File: config.mk
export PLATFORM = sky130hd
export DESIGN_NAME = sdram_ctrl
export DESIGN_NICKNAME = d
export VERILOG_FILES = /design/src/rtl/sdram_ctrl_pkg.sv /design/src/rtl/sdram_ctrl_seq.sv /design/src/rtl/sdram_ctrl_dp.sv /design/src/rtl/sdram_ctrl.sv
export SDC_FILE = /design/constraint.sdc
export NUM_CORES = 1
export LEC_CHECK = 0
export BUFFER_PORTS_ARGS = -buffer_cell sky130_fd_sc_hd__buf_4
export CAP_MARGIN = 30
export CORE_MARGIN = 8
export CORE_UTILIZATION = 57
export DETAILED_ROUTE_END_ITERATION = 10
export PLACE_DENSITY_LB_ADDON = 0.08
export SLEW_MARGIN = 25
export SYNTH_ARGS = -nofsm -noshare
export SYNTH_HDL_FRONTEND = slang
export SYNTH_HIERARCHICAL = 1
export SYNTH_SLANG_ARGS = --single-unit
File: constraint.sdc
create_clock -name clk -period 5.8 [get_ports clk]
set_input_delay 1.16 -clock clk [delete_from_list [all_inputs] [get_ports clk]]
set_output_delay 1.16 -clock clk [all_outputs]
set_load 0.01 [all_outputs]
File: src/rtl/sdram_ctrl_pkg.sv
package sdram_ctrl_pkg;

  // value equals the {csN,rasN,casN,weN} pin pattern
  typedef enum logic [3:0] {
    CMD_MRS = 4'b0000,
    CMD_REF = 4'b0001,
    CMD_PRE = 4'b0010,
    CMD_ACT = 4'b0011,
    CMD_WR  = 4'b0100,
    CMD_RD  = 4'b0101,
    CMD_NOP = 4'b0111
  } cmd_t;

  typedef enum logic [2:0] {
    SEL_NONE,
    SEL_ROW,
    SEL_COL,
    SEL_MODE,
    SEL_ALL,
    SEL_BANK
  } addr_sel_t;

  typedef struct packed {
    cmd_t      cmd;
    addr_sel_t sel;
    logic      capture;
  } strobe_t;

endpackage

File: src/rtl/sdram_ctrl_seq.sv
module sdram_ctrl_seq
  import sdram_ctrl_pkg::*;
#(
  parameter int CAS_LAT      = 2,
  parameter int T_RCD        = 2,
  parameter int T_RP         = 2,
  parameter int T_WR         = 2,
  parameter int T_RFC        = 7,
  parameter int T_MRD        = 2,
  parameter int INIT_CYCLES  = 20,
  parameter int REF_INTERVAL = 1560
) (
  input  logic    clk,
  input  logic    rstN,
  input  logic    reqValid,
  input  logic    reqWrite,
  output logic    reqReady,
  output strobe_t stb
);

  localparam int MAXG   = (INIT_CYCLES > 255) ? INIT_CYCLES : 255;
  localparam int WAIT_W = $clog2(MAXG + 1);
  localparam int RC_W   = (REF_INTERVAL > 1) ? $clog2(REF_INTERVAL) : 1;

  typedef enum logic [3:0] {
    S_WAIT, S_PREALL, S_MRS, S_IDLE, S_ACT, S_COL, S_PRE, S_REF
  } state_t;

  state_t            state, nState, retState, nRet, tgt;
  logic [WAIT_W-1:0] waitCnt, nCnt, gap;
  logic              jump;
  logic              modeDone, refPending, isWrite;
  logic [RC_W-1:0]   refCnt;

  always_comb begin
    stb      = '{cmd: CMD_NOP, sel: SEL_NONE, capture: 1'b0};
    nState   = state;
    nCnt     = waitCnt;
    nRet     = retState;
    jump     = 1'b0;
    gap      = '0;
    tgt      = S_IDLE;
    reqReady = (state == S_IDLE) && modeDone && !refPending;
    case (state)
      S_WAIT: begin
        if (waitCnt == '0) nState = retState;
        else nCnt = waitCnt - 1'b1;
      end
      S_IDLE: begin
        if (refPending) nState = S_PREALL;
        else if (reqValid && modeDone) begin
          stb.capture = 1'b1;
          nState      = S_ACT;
        end
      end
      S_PREALL: begin
        stb.cmd = CMD_PRE; stb.sel = SEL_ALL;
        jump = 1'b1; gap = WAIT_W'(T_RP);
        tgt  = modeDone ? S_REF : S_MRS;
      end
      S_MRS: begin
        stb.cmd = CMD_MRS; stb.sel = SEL_MODE;
        jump = 1'b1; gap = WAIT_W'(T_MRD); tgt = S_IDLE;
      end
      S_REF: begin
        stb.cmd = CMD_REF;
        jump = 1'b1; gap = WAIT_W'(T_RFC); tgt = S_IDLE;
      end
      S_ACT: begin
        stb.cmd = CMD_ACT; stb.sel = SEL_ROW;
        jump = 1'b1; gap = WAIT_W'(T_RCD); tgt = S_COL;
      end
      S_COL: begin
        stb.cmd = isWrite ? CMD_WR : CMD_RD; stb.sel = SEL_COL;
        jump = 1'b1; gap = isWrite ? WAIT_W'(T_WR) : WAIT_W'(CAS_LAT);
        tgt  = S_PRE;
      end
      S_PRE: begin
        stb.cmd = CMD_PRE; stb.sel = SEL_BANK;
        jump = 1'b1; gap = WAIT_W'(T_RP); tgt = S_IDLE;
      end
      default: nState = S_IDLE;
    endcase
    if (jump) begin
      if (gap > WAIT_W'(1)) begin
        nState = S_WAIT;
        nCnt   = gap - WAIT_W'(2);
        nRet   = tgt;
      end else begin
        nState = tgt;
      end
    end
  end

  always_ff @(posedge clk) begin
    if (!rstN) begin
      state      <= S_WAIT;
      waitCnt    <= WAIT_W'(INIT_CYCLES - 1);
      retState   <= S_PREALL;
      modeDone   <= 1'b0;
      refPending <= 1'b0;
      isWrite    <= 1'b0;
      refCnt     <= RC_W'(REF_INTERVAL - 1);
    end else begin
      state    <= nState;
      waitCnt  <= nCnt;
      retState <= nRet;
      if (state == S_MRS) modeDone <= 1'b1;
      if (stb.capture) isWrite <= reqWrite;
      if (refCnt == '0) begin
        refCnt     <= RC_W'(REF_INTERVAL - 1);
        refPending <= 1'b1;
      end else begin
        refCnt <= refCnt - 1'b1;
        if (state == S_REF) refPending <= 1'b0;
      end
    end
  end

  AST_MODE_BEFORE_ACCESS: assert property (@(posedge clk) disable iff (!rstN)
    (stb.cmd == CMD_ACT || stb.cmd == CMD_RD || stb.cmd == CMD_WR) |-> modeDone);

  AST_ACCEPT_STARTS_ROW: assert property (@(posedge clk) disable iff (!rstN)
    (reqValid && reqReady) |=> (stb.cmd == CMD_ACT));

endmodule

File: src/rtl/sdram_ctrl_dp.sv
module sdram_ctrl_dp
  import sdram_ctrl_pkg::*;
#(
  parameter int ROW_W   = 11,
  parameter int COL_W   = 8,
  parameter int DATA_W  = 16,
  parameter int CAS_LAT = 2,
  parameter bit WRAP_IL = 1'b0,
  parameter int T_RCD   = 2,
  parameter int T_RP    = 2
) (
  input  logic                     clk,
  input  logic                     rstN,
  input  strobe_t                  stb,
  input  logic [ROW_W+COL_W:0]     reqAddr,
  input  logic [DATA_W-1:0]        reqWdata,
  output logic                     rdValid,
  output logic [DATA_W-1:0]        rdData,
  output logic                     memCsN,
  output logic                     memRasN,
  output logic                     memCasN,
  output logic                     memWeN,
  output logic                     memBank,
  output logic [ROW_W-1:0]         memAddr,
  output logic [DATA_W-1:0]        memDqOut,
  output logic                     memDqOe,
  input  logic [DATA_W-1:0]        memDqIn
);

  localparam logic [ROW_W-1:0] MODE_WORD =
    ROW_W'(((CAS_LAT & 7) << 4) | (int'(WRAP_IL) << 3));

  logic              bankQ;
  logic [ROW_W-1:0]  rowQ;
  logic [COL_W-1:0]  colQ;
  logic [DATA_W-1:0] wdataQ;
  cmd_t              cmdQ;
  logic [ROW_W-1:0]  nAddr;
  logic              nBank;
  logic [CAS_LAT-1:0] rdPipe;

  assign {memCsN, memRasN, memCasN, memWeN} = cmdQ;

  always_comb begin
    nAddr = '0;
    nBank = 1'b0;
    case (stb.sel)
      SEL_ROW:  begin nAddr = rowQ; nBank = bankQ; end
      SEL_COL:  begin nAddr = ROW_W'(colQ); nBank = bankQ; end
      SEL_MODE: nAddr = MODE_WORD;
      SEL_ALL:  nAddr[10] = 1'b1;
      SEL_BANK: nBank = bankQ;
      default:  nAddr = '0;
    endcase
  end

  always_ff @(posedge clk) begin
    if (!rstN) begin
      bankQ <= 1'b0; rowQ <= '0; colQ <= '0; wdataQ <= '0;
      cmdQ <= CMD_NOP; memAddr <= '0; memBank <= 1'b0;
      memDqOut <= '0; memDqOe <= 1'b0;
    end else begin
      if (stb.capture) begin
        {bankQ, rowQ, colQ} <= reqAddr;
        wdataQ <= reqWdata;
      end
      cmdQ     <= stb.cmd;
      memAddr  <= nAddr;
      memBank  <= nBank;
      memDqOe  <= (stb.cmd == CMD_WR);
      memDqOut <= wdataQ;
    end
  end

  generate
    if (CAS_LAT == 1) begin : g_pipe1
      always_ff @(posedge clk) begin
        if (!rstN) rdPipe <= '0;
        else rdPipe <= (cmdQ == CMD_RD);
      end
    end else begin : g_pipeN
      always_ff @(posedge clk) begin
        if (!rstN) rdPipe <= '0;
        else rdPipe <= {rdPipe[CAS_LAT-2:0], (cmdQ == CMD_RD)};
      end
    end
  endgenerate

  always_ff @(posedge clk) begin
    if (!rstN) begin
      rdValid <= 1'b0;
      rdData  <= '0;
    end else begin
      rdValid <= rdPipe[CAS_LAT-1];
      if (rdPipe[CAS_LAT-1]) rdData <= memDqIn;
    end
  end

  logic [7:0] sinceAct, sincePre, sincePreAll;
  always_ff @(posedge clk) begin
    if (!rstN) begin
      sinceAct <= 8'hff; sincePre <= 8'hff; sincePreAll <= 8'hff;
    end else begin
      sinceAct    <= (cmdQ == CMD_ACT) ? 8'd1 : ((sinceAct == 8'hff) ? sinceAct : sinceAct + 8'd1);
      sincePre    <= (cmdQ == CMD_PRE) ? 8'd1 : ((sincePre == 8'hff) ? sincePre : sincePre + 8'd1);
      sincePreAll <= (cmdQ == CMD_PRE && memAddr[10]) ? 8'd1 :
                     ((sincePreAll == 8'hff) ? sincePreAll : sincePreAll + 8'd1);
    end
  end

  AST_COL_AFTER_ACT: assert property (@(posedge clk) disable iff (!rstN)
    (cmdQ == CMD_RD || cmdQ == CMD_WR) |-> (sinceAct >= 8'(T_RCD)));

  AST_ACT_AFTER_PRE: assert property (@(posedge clk) disable iff (!rstN)
    (cmdQ == CMD_ACT) |-> (sincePre >= 8'(T_RP)));

  AST_REF_AFTER_PREALL: assert property (@(posedge clk) disable iff (!rstN)
    (cmdQ == CMD_REF) |-> (sincePreAll >= 8'(T_RP)));

  AST_RD_SINGLE_PULSE: assert property (@(posedge clk) disable iff (!rstN)
    rdValid |=> !rdValid);

endmodule

File: src/rtl/sdram_ctrl.sv
module sdram_ctrl
  import sdram_ctrl_pkg::*;
#(
  parameter int ROW_W        = 11,
  parameter int COL_W        = 8,
  parameter int DATA_W       = 16,
  parameter int CAS_LAT      = 2,
  parameter bit WRAP_IL      = 1'b0,
  parameter int T_RCD        = 2,
  parameter int T_RP         = 2,
  parameter int T_WR         = 2,
  parameter int T_RFC        = 7,
  parameter int T_MRD        = 2,
  parameter int INIT_CYCLES  = 20,
  parameter int REF_INTERVAL = 1560
) (
  input  logic                   clk,
  input  logic                   rstN,
  input  logic                   reqValid,
  input  logic                   reqWrite,
  input  logic [ROW_W+COL_W:0]   reqAddr,
  input  logic [DATA_W-1:0]      reqWdata,
  output logic                   reqReady,
  output logic                   rdValid,
  output logic [DATA_W-1:0]      rdData,
  output logic                   memCsN,
  output logic                   memRasN,
  output logic                   memCasN,
  output logic                   memWeN,
  output logic                   memBank,
  output logic [ROW_W-1:0]       memAddr,
  output logic [DATA_W-1:0]      memDqOut,
  output logic                   memDqOe,
  input  logic [DATA_W-1:0]      memDqIn
);

  strobe_t stb;

  sdram_ctrl_seq #(
    .CAS_LAT(CAS_LAT), .T_RCD(T_RCD), .T_RP(T_RP), .T_WR(T_WR),
    .T_RFC(T_RFC), .T_MRD(T_MRD), .INIT_CYCLES(INIT_CYCLES),
    .REF_INTERVAL(REF_INTERVAL)
  ) uSeq (
    .clk(clk), .rstN(rstN), .reqValid(reqValid), .reqWrite(reqWrite),
    .reqReady(reqReady), .stb(stb)
  );

  sdram_ctrl_dp #(
    .ROW_W(ROW_W), .COL_W(COL_W), .DATA_W(DATA_W), .CAS_LAT(CAS_LAT),
    .WRAP_IL(WRAP_IL), .T_RCD(T_RCD), .T_RP(T_RP)
  ) uDp (
    .clk(clk), .rstN(rstN), .stb(stb), .reqAddr(reqAddr), .reqWdata(reqWdata),
    .rdValid(rdValid), .rdData(rdData),
    .memCsN(memCsN), .memRasN(memRasN), .memCasN(memCasN), .memWeN(memWeN),
    .memBank(memBank), .memAddr(memAddr), .memDqOut(memDqOut),
    .memDqOe(memDqOe), .memDqIn(memDqIn)
  );

endmodule

==> flow_metrics.env, run 1 <==
export IMPL_final_hold_viol_count=0
export IMPL_vias=3257
export IMPL_detail_route_wl_per_cell_um=14.76
export IMPL_count_of_flip_flops_with_a_built_in_enable_after_synthesis=0
export IMPL_detail_route_vias_per_cell=4.957
export IMPL_async_flop_share_pct=0
export IMPL_crit_path_start_kind="register"
export IMPL_criticalPathCategory="reg -> out"
export IMPL_die_w_um=104.6
export IMPL_die_area_um2=10940
export IMPL_timing_critical_path_slowest_stage_cell="dfxtp_1"
export IMPL_synth_adder_area_share_pct=1.119
export IMPL_cts_buffer_depth=2
export IMPL_max_slew_violation_count=0
export IMPL_ys_flop_type="dfxtp_1"
export IMPL_syn_area_per_cell_um2=10.22
export IMPL_synth_mux_area_fraction_pct=11.86
export IMPL_critPathCaptureType="output port"
export IMPL_timing_slew_headroom_pct=37.63
export IMPL_critPathMaxStageDelay_ns=0.57
export IMPL_post_synthesis_xor_xnor_area_fraction_pct=2.740
export IMPL_synth_top_family_by_area="simple AND/OR/NAND/NOR gates"
export IMPL_die_height_um=104.6
export IMPL_synth_simple_gate_area_share_pct=23.99
export IMPL_maximum_number_of_pins_on_one_net_before_global_route_repair=89
export IMPL_clkSlewWorstSetupHoldPaths_ns=0.05
export IMPL_post_cts_resize_count=0
export IMPL_fillCellCount=580
export IMPL_finalNetCount=602
export IMPL_drc=0
export IMPL_drt_first_iter_violations=122
export IMPL_max_clock_freq_mhz=338.1
export IMPL_drt_pre_antenna_iters=4
export IMPL_worstPathArrival_ns=1.80
export IMPL_setup_tns_ns=0
export IMPL_cts_sinks=116
export IMPL_globalplace_congestion=0.7917
export IMPL_power_density_nw_per_um2=328.9
export IMPL_later_pin_clock_latency_in_the_skew_report_ns=0.49
export IMPL_synth_top_cells_by_area="dfxtp_1 52%, mux2i_1 12%, nor2b_1 7.7%"
export IMPL_transition_time_at_the_pin_with_the_least_slew_margin_ns=0.9343
export IMPL_postSynthRegisterBits=116
export IMPL_netlist_area_leader_share_pct=51.90
export IMPL_design_core_area_um2=7687
export IMPL_yosys_cell_types_count=41
export IMPL_numCtsBuffers=17
export IMPL_worst_endpoint_required_ns=4.64
export IMPL_setup_violations_final=0
export IMPL_hold_path_class="reg -> reg"
export IMPL_drtAntennaViolNets=0
export IMPL_cap_violations=0
export IMPL_compound_cell_area_share_of_the_yosys_netlist_pct=4.111
export IMPL_cts_repair_timing_setup_buffer_count=0
export IMPL_min_period_over_period_pct=51.00
export IMPL_layout_area_overhead_vs_synth_pct=31.46
export IMPL_design_power_total_mw=1.935
export IMPL_skew_ns=0.005825
export IMPL_synth_yosys_warnings=6
export IMPL_grt_first_pass_wirelength_mm=15.58
export IMPL_synth_cells=438
export IMPL_multi_input_area_um2=1971
export IMPL_status="completed"
export IMPL_critical_path_top_delay_family="simple AND/OR/NAND/NOR gates"
export IMPL_cts_root_buffer="clkbuf_8"
export IMPL_htree_num_levels=4
export IMPL_final_period_minus_worst_setup_slack_ns=2.958
export IMPL_synth_seq_area_share_pct=51.90
export IMPL_numPortBuffers=106
export IMPL_crit_chain="nand2_1 -> nor3_1 -> and2_1 -> buf_4"
export IMPL_postCtsHoldBufs=0
export IMPL_area_sequential_um2=2322
export IMPL_regToRegSetupSlack_ns=3.66
export IMPL_starting_density_of_the_core_pct=58.20
export IMPL_path_buf_inv=1
export IMPL_netlist_area_um2=4474
export IMPL_static_leakage_power_nw=2.317
export IMPL_vdd_drop_max_uv=206.8
export IMPL_worst_path_max_fanout=14
export IMPL_final_layout_size_suffix_gt1_share_pct=26.71
export IMPL_rsz_0062_raised_after_global_routing="false"
export IMPL_initial_antenna_violation_count=1
export IMPL_wl_mm=9.700
export IMPL_globalRoute_totalOverflow=0
export IMPL_tritoncts="done"
export IMPL_grt_pass1_vias=3206
export IMPL_grtUsageTotal_pct=17.58
export IMPL_synthDominantAreaCellType="dfxtp_1"
export IMPL_core_rowCount=32
export IMPL_place_detailed_hpwl_mm=6.650
export IMPL_synth_fp_nets=498
export IMPL_pin_count=107
final timing paths:
check,end,cells past startpoint,start
hold reg to reg,uSeq/refCnt[0],1,uSeq/refCnt[0]
setup reg to reg,uDp/wdataQ[14],5,uSeq/state[0]
setup / recovery,reqReady,4,uSeq/state[0]
hold / removal,uSeq/refCnt[0],1,uSeq/refCnt[0]
routing by layer:
metal | routed length [um] | up-vias | track usage [%] | share of wire, %
met2 | 4853 | 70 | 29.51 | 50
met3 | 481 | 7 | 6.081 | 5.0
met1 | 4287 | 1516 | 19.99 | 44
met4 | 78 | 0 | 7.441 | 0.80
li1 | - | 1664 | - | -
met5 | 0 | - | 0 | 0
worst register-to-register path: cells and delay by family (launching register included):
kind                   cells  cell delay (ns)
buffers and inverters      1             0.57
and+or+nand+nor            3             0.57
DFF                        1             0.57
muxes                      1             0.33
metrics by stage:
step / setup slack [ns] / hold slack [ns] / utilization, % / cells / area (um^2)
finish: 2.842 / 0.4012 / 76.51 / 657 / 5882
CTS: 2.835 / 0.4028 / 76.48 / 656 / 5879
global placement: 3.329 / 0.3827 / 68.34 / 623 / 5254
global route: 2.671 / 0.4280 / 76.51 / 657 / 5882
detailed placement: 3.260 / 0.3905 / 68.54 / 625 / 5269
floorplan: 3.428 / 0.3707 / - / 438 / 4474
power breakdown:
group	switching (mW)	total, mW	internal (mW)
logic	0.0289	0.0692	0.0403
clock network	0.350	1.06	0.705
registers	0.00576	0.810	0.804
total	0.385	1.93	1.55
state kept, by name, summed over array words and instances (netlist names), 2 cells and up:
register	cells
uDp/cmdQ	4
uDp/colQ	8
uDp/memAddr	11
uDp/memDqOut	16
uDp/rdData	16
uDp/rdPipe	2
uDp/rowQ	11
uDp/wdataQ	16
uSeq/refCnt	11
uSeq/retState	3
uSeq/state	3
uSeq/waitCnt	8
cells in the final DEF (no fill, tap or decap), drive strengths merged, types with 5 or more instances in the layout:
cell,synthesis,routed
inv,8,9
o21ai,7,7
nor2b,55,55
nor3,7,7
xor2,7,7
nand3b,16,16
nor2,29,29
nand3,6,6
mux2i,53,53
buf,17,109
nor4,5,5
nand2,18,18
nand2b,13,13
a21oi,19,19
and2,21,21
clkbuf,7,18
xnor2,7,7
dfxtp,116,116
final cells by class:
cell class | count | share of cell area [%]
flip-flops and latches | 116 | 39.48
multi-input cells | 290 | 33.50
repair buffers | 109 | 13.91
clock buffers | 18 | 7.275
clock inverters | 13 | 3.106
well taps | 102 | 2.170
inverters | 8 | 0.5105
diodes | 1 | 0.04254
synth_stat cells (2+ instances only):
| master | n |
|---|---|
| xor2_1 | 7 |
| buf_2 | 9 |
| buf_4 | 4 |
| clkbuf_1 | 7 |
| mux2i_1 | 53 |
| a21oi_1 | 19 |
| xnor2_1 | 7 |
| nor4_1 | 5 |
| nor2_1 | 29 |
| dfxtp_1 | 116 |
| ha_1 | 4 |
| inv_1 | 8 |
| or3_1 | 2 |
| buf_8 | 3 |
| or2_2 | 3 |
| nand3b_1 | 16 |
| nand2b_1 | 13 |
| nor3b_1 | 2 |
| nand3_1 | 6 |
| nor3_1 | 7 |
| nand2_1 | 18 |
| nor2b_1 | 55 |
| o22ai_1 | 2 |
| o21ai_0 | 7 |
| and2_1 | 20 |
logic make-up after synthesis:
family          count (synthesis)
mux                            53
flops                         116
other cells                     1
fa+ha+maj                       4
buf+inv                        32
xor+xnor                       14
compound gates                 33
simple gates                  185
Note: power is estimated with default switching activity, not from simulation.
==> run 2, diff against run 1 <==
- CORE_UTILIZATION: 57 -> 48
- clock period: 5.8 -> 2.7 ns (I/O delays scaled with it)
==> run 2 against run 1 <==
Combinational power grew 120%. Clock power grew 100%. Critical path depth is the same. Cell count grew 1.7%. First-iteration DRC count shrank 20%. Register-to-register slack lost 2.9 ns. Non-clock buffer count grew 3. Setup slack lost 2.5 ns. Sequential share of layout area shrank 0.092 points. Global-route usage shrank 2.3 points. Routed wire length grew 0.93%. Critical endpoint unchanged. Largest cell class unchanged.
==> flow_metrics.env, run 2 (synthesis gave the netlist of run 1 again) <==
export IMPL_max_slew_violation_count=0
export IMPL_final_hold_viol_count=0
export IMPL_design_core_area_um2=9153
export IMPL_crit_path_start_kind="register"
export IMPL_transition_time_at_the_pin_with_the_least_slew_margin_ns=0.8578
export IMPL_skew_ns=0.009069
export IMPL_worst_endpoint_required_ns=2.16
export IMPL_starting_density_of_the_core_pct=48.89
export IMPL_timing_slew_headroom_pct=42.29
export IMPL_critPathCaptureType="output port"
export IMPL_cap_violations=0
export IMPL_status="completed"
export IMPL_tritoncts="done"
export IMPL_crit_chain="nand2_1 -> nor3_1 -> and2_1 -> buf_4"
export IMPL_die_area_um2=12670
export IMPL_critPathMaxStageDelay_ns=0.56
export IMPL_detail_route_vias_per_cell=4.883
export IMPL_path_depth=4
export IMPL_wl_mm=9.790
export IMPL_place_detailed_hpwl_mm=6.836
export IMPL_leading_cell_type_in_the_layout_fill_and_taps_excluded="dfxtp_1"
export IMPL_critical_path_top_delay_family="simple AND/OR/NAND/NOR gates"
export IMPL_power_density_nw_per_um2=688.0
export IMPL_core_rowCount=35
export IMPL_timing_critical_path_slowest_stage_cell="dfxtp_1"
export IMPL_worstHoldPathCells=3
export IMPL_grtUsageTotal_pct=15.31
export IMPL_cts_buffer_depth=2
export IMPL_vdd_drop_max_uv=500.2
export IMPL_cts_repair_timing_setup_buffer_count=0
export IMPL_drtAntennaViolNets=0
export IMPL_setup_tns_ns=0
export IMPL_numCtsBuffers=17
export IMPL_numPortBuffers=106
export IMPL_path_buf_inv=1
export IMPL_numPlacedInstances=636
export IMPL_setup_violations_final=0
export IMPL_rsz_0062_raised_after_global_routing="false"
export IMPL_insertedDiodeCount=0
export IMPL_globalplace_congestion=0.7952
export IMPL_hold_path_class="in -> reg"
export IMPL_top_regs="uDp/memDqOut (16), uDp/rdData (16), uDp/wdataQ (16)"
export IMPL_drt_pre_antenna_iters=4
export IMPL_cts_sinks=116
export IMPL_drt_first_iter_violations=98
export IMPL_cts_root_buffer="clkbuf_8"
export IMPL_postCtsHoldBufs=0
export IMPL_finalNetCount=605
export IMPL_min_period_over_period_pct=87.86
export IMPL_final_period_minus_worst_setup_slack_ns=2.372
export IMPL_die_w_um=112.5
export IMPL_pin_count=107
export IMPL_globalRoute_totalOverflow=0
export IMPL_worst_path_max_fanout=14
export IMPL_vias=3262
export IMPL_criticalPathCategory="reg -> out"
export IMPL_grt_pass1_vias=3110
export IMPL_clkSlewWorstSetupHoldPaths_ns=0.05
export IMPL_layout_area_overhead_vs_synth_pct=31.77
export IMPL_grt_first_pass_wirelength_mm=15.50
export IMPL_worstPathArrival_ns=1.83
export IMPL_final_layout_size_suffix_gt1_share_pct=26.93
export IMPL_max_clock_freq_mhz=421.5
export IMPL_initial_antenna_violation_count=0
export IMPL_mostFrequentLayoutCells="116 x dfxtp_1, 110 x buf_4, 55 x nor2b_1"
export IMPL_detail_route_wl_per_cell_um=14.66
export IMPL_maximum_number_of_pins_on_one_net_before_global_route_repair=62
export IMPL_drc=0
export IMPL_die_height_um=112.5
export IMPL_htree_num_levels=4
export IMPL_worst_r2r_path_depth=5
export IMPL_later_pin_clock_latency_in_the_skew_report_ns=0.50
export IMPL_final_instance_count_excl_fill=668
export IMPL_static_leakage_power_nw=2.311
export IMPL_post_cts_resize_count=0
[run 2: worst reg2reg max path, cell delays in order, from the launching register on]
cell     delay [ns]
dfxtp_1        0.56
nand2_1        0.24
nor4_2         0.36
buf_12         0.30
mux2i_1        0.29
nor2b_1        0.06
[run 2: path summary, 6_finish.rpt]
| path | start | to | slack [ns] |
|---|---|---|---|
| setup / recovery | uSeq/state[0] | reqReady | 0.33 |
| hold / removal | reqWrite | uSeq/isWrite | 0.28 |
| setup reg to reg | uSeq/state[0] | uDp/wdataQ[3] | 0.80 |
| hold reg to reg | uSeq/refCnt[0] | uSeq/refCnt[0] | 0.40 |
[run 2: per-layer routing]
layer  part of all wire, %  vias to the layer above  track usage, %  wire length [um]
li1                      -                     1680               -                 -
met5                     0                        -               0                 0
met4                  0.98                        0           5.665                96
met1                    46                     1492           18.05              4467
met3                   5.4                       12           5.904               533
met2                    48                       78           24.66              4692
[run 2: cell type report]
class / count / area [um^2]
fill: 723 / 3257
multi-input combinational: 290 / 1971
inverter: 8 / 30.03
timing repair buffer: 112 / 857.1
clock inverter: 13 / 158.9
tap: 111 / 138.9
sequential: 116 / 2322
clock buffer: 18 / 417.9
[run 2: where the power goes]
group / switching (mW) / internal, mW
clock network: 0.770 / 1.39
logic: 0.0647 / 0.0885
registers: 0.0123 / 1.73
total: 0.847 / 3.21
[run 2: stage by stage]
stage,util [%],hold slack [ns],worst slack [ns],total power [mW],area [um^2]
after global routing,64.42,0.2645,0.1152,4.197,5896
final,64.42,0.2757,0.3278,4.056,5896
after detailed placement,57.99,0.3912,0.8290,1.930,5308
after global placement,57.99,0.3826,0.8737,1.928,5308
after CTS,64.29,0.2536,0.3433,4.103,5884
after floorplan,-,0.3707,0.8379,1.847,4474
==> run 3, diff against run 2 <==
- ABC_AREA: default -> 1
- CTS_BUF_LIST: default -> sky130_fd_sc_hd__clkbuf_16
==> run 3 against run 2 <==
Synthesized cell count up 26%. Clock-buffer cell count decreased by 1. Critical path depth up 1. Clock power increased by 4%. Total power increased by 2.3%. Die area down 0.79%. First-iteration DRC count increased by 66%. Clock skew fell by 0.0011 ns. Non-clock buffer count is 2 lower. Register-to-register slack lost 0.11 ns. Sequential cell count is the same. Area after synthesis fell by 0.92%. Highest routed layer unchanged.
==> flow_metrics.env, run 3 <==
export IMPL_status="completed"
export IMPL_yosys_cell_types_count=37
export IMPL_transition_time_at_the_pin_with_the_least_slew_margin_ns=0.5758
export IMPL_worst_endpoint_required_ns=2.16
export IMPL_tritoncts="done"
export IMPL_count_of_flip_flops_with_a_built_in_enable_after_synthesis=0
export IMPL_cts_sinks=116
export IMPL_cts_buffer_depth=2
export IMPL_drt_pre_antenna_iters=5
export IMPL_netlist_area_leader_share_pct=52.38
export IMPL_post_synth_top_count_cell="dfxtp_1"
export IMPL_synth_fp_nets=614
export IMPL_grtUsageTotal_pct=16.89
export IMPL_post_cts_resize_count=0
export IMPL_initial_antenna_violation_count=0
export IMPL_die_height_um=112.1
export IMPL_critical_path_top_delay_family="flip-flops"
export IMPL_maximum_number_of_pins_on_one_net_before_global_route_repair=53
export IMPL_crit_chain="nand3_4 -> inv_1 -> nand2_1 -> nor2_1 -> buf_4"
export IMPL_top_regs="uDp/memDqOut (16), uDp/rdData (16), uDp/wdataQ (16)"
export IMPL_place_detailed_hpwl_mm=7.407
export IMPL_vias=3821
export IMPL_min_period_over_period_pct=75.37
export IMPL_drt_first_iter_violations=163
export IMPL_timing_critical_path_slowest_stage_cell="dfxtp_1"
export IMPL_synth_yosys_warnings=6
export IMPL_compound_cell_area_share_of_the_yosys_netlist_pct=11.18
export IMPL_later_pin_clock_latency_in_the_skew_report_ns=0.40
export IMPL_synth_seq_area_share_pct=52.38
export IMPL_timing_slew_headroom_pct=61.56
export IMPL_power_density_nw_per_um2=707.3
export IMPL_htree_num_levels=4
export IMPL_criticalPathCategory="reg -> out"
export IMPL_layout_area_overhead_vs_synth_pct=32.35
export IMPL_die_area_um2=12570
export IMPL_detail_route_wl_per_cell_um=13.23
export IMPL_max_slew_violation_count=0
export IMPL_postCtsHoldBufs=0
export IMPL_mostFrequentLayoutCells="116 x dfxtp_1, 110 x buf_4, 109 x nor2_1"
export IMPL_design_power_total_mw=4.150
export IMPL_numCtsBuffers=17
export IMPL_wl_mm=10.37
export IMPL_skew_ns=0.007979
export IMPL_grt_first_pass_wirelength_mm=17.39
export IMPL_setup_tns_ns=0
export IMPL_cts_repair_timing_setup_buffer_count=0
export IMPL_synth_cells=554
export IMPL_leading_cell_type_in_the_layout_fill_and_taps_excluded="dfxtp_1"
export IMPL_rsz_0062_raised_after_global_routing="false"
export IMPL_cts_root_buffer="clkbuf_16"
export IMPL_insertedDiodeCount=0
export IMPL_crit_path_start_kind="register"
export IMPL_max_clock_freq_mhz=491.4
export IMPL_core_rowCount=35
export IMPL_clkSlewWorstSetupHoldPaths_ns=0.06
export IMPL_synth_adder_area_share_pct=1.129
export IMPL_globalplace_congestion=0.8205
export IMPL_grt_pass1_vias=3749
export IMPL_synth_top_cells_by_area="dfxtp_1 52%, nor2_1 9.2%, nand2_1 6.4%"
export IMPL_die_w_um=112.1
export IMPL_detail_route_vias_per_cell=4.874
export IMPL_synthTopCellsByCount="116 x dfxtp_1, 109 x nor2_1, 75 x nand2_1, 44 x inv_1, 34 x o21ai_0"
export IMPL_synth_mux_area_fraction_pct=0
export IMPL_postSynthRegisterBits=116
export IMPL_design_core_area_um2=9109
export IMPL_worst_path_max_fanout=8
export IMPL_synth_simple_gate_area_share_pct=26.16
export IMPL_hold_path_class="in -> reg"
export IMPL_final_hold_viol_count=0
export IMPL_drc=0
export IMPL_final_layout_size_suffix_gt1_share_pct=27.64
export IMPL_vdd_drop_max_uv=417.1
export IMPL_critPathCaptureType="output port"
export IMPL_finalNetCount=720
export IMPL_critPathMaxStageDelay_ns=0.54
export IMPL_ys_flop_type="dfxtp_1"
export IMPL_drtAntennaViolNets=0
export IMPL_worstPathArrival_ns=1.50
export IMPL_syn_area_per_cell_um2=8.002
export IMPL_globalRoute_totalOverflow=0
export IMPL_async_flop_share_pct=0
export IMPL_netlist_area_um2=4433
export IMPL_path_buf_inv=2
export IMPL_post_synthesis_xor_xnor_area_fraction_pct=1.185
export IMPL_starting_density_of_the_core_pct=48.67
export IMPL_pin_count=107
export IMPL_static_leakage_power_nw=2.783
export IMPL_final_period_minus_worst_setup_slack_ns=2.035
export IMPL_synthDominantAreaCellType="dfxtp_1"
export IMPL_synth_top_family_by_area="simple AND/OR/NAND/NOR gates"
export IMPL_setup_violations_final=0
export IMPL_cap_violations=0
export IMPL_numPortBuffers=106
[run 3: logic make-up after synthesis]
kind of cell / after synthesis
and+or+nand+nor: 256
DFF: 116
AOI/OAI and AO/OA: 94
buffers and inverters: 77
xor gates and xnor gates: 6
adders and majority gates: 4
other: 1
[run 3: report_power, final]
| group | switching (mW) | internal [mW] |
|---|---|---|
| clock network | 0.793 | 1.46 |
| registers | 0.0109 | 1.73 |
| logic | 0.0793 | 0.0802 |
[run 3: path summary, 6_finish.rpt]
check	from	endpoint	slack [ns]	depth (start not counted)
setup / recovery	uSeq/state[0]	reqReady	0.66	5
hold / removal	reqWdata[2]	uDp/wdataQ[2]	0.36	3
setup reg to reg	uSeq/state[0]	uDp/memAddr[1]	0.69	8
hold reg to reg	uSeq/refCnt[0]	uSeq/refCnt[0]	0.41	1
[run 3: worst min-delay path: cells and delay by family]
| family | cells | cell delay (ns) |
|---|---|---|
| buffers and inverters | 1 | 0.08 |
| and+or+nand+nor | 2 | 0.11 |
[run 3: per-stage QoR]
step           util, %  setup slack (ns)  hold slack, ns  instance area [um^2]  std cells
3_3_place_gp     57.75            0.8369          0.3956                  5260        752
2_1_floorplan        -             1.170          0.3791                  4433        554
5_1_grt          64.41            0.4527          0.3548                  5867        784
3_5_place_dp     57.75            0.7778          0.3979                  5260        752
4_1_cts          64.41            0.6556          0.3451                  5867        784
6_report         64.41            0.6649          0.3631                  5867        784
[run 3: layout make-up]
type / instances / area [um^2]
inverters: 54 / 205.2
fillers: 786 / 3242
repair buffers: 110 / 825.8
multi-input cells: 361 / 1768
clock buffers: 17 / 425.4
well taps: 111 / 138.9
flip-flops and latches: 116 / 2322
clock inverters: 15 / 181.4
[run 3: per-layer routing]
metal / share of wire, % / track usage, % / up-vias
li1: - / - / 1990
met1: 44 / 19.97 / 1733
met2: 50 / 28.02 / 86
met3: 4.8 / 4.616 / 12
met4: 1.2 / 7.644 / 0
met5: 0 / 0 / -
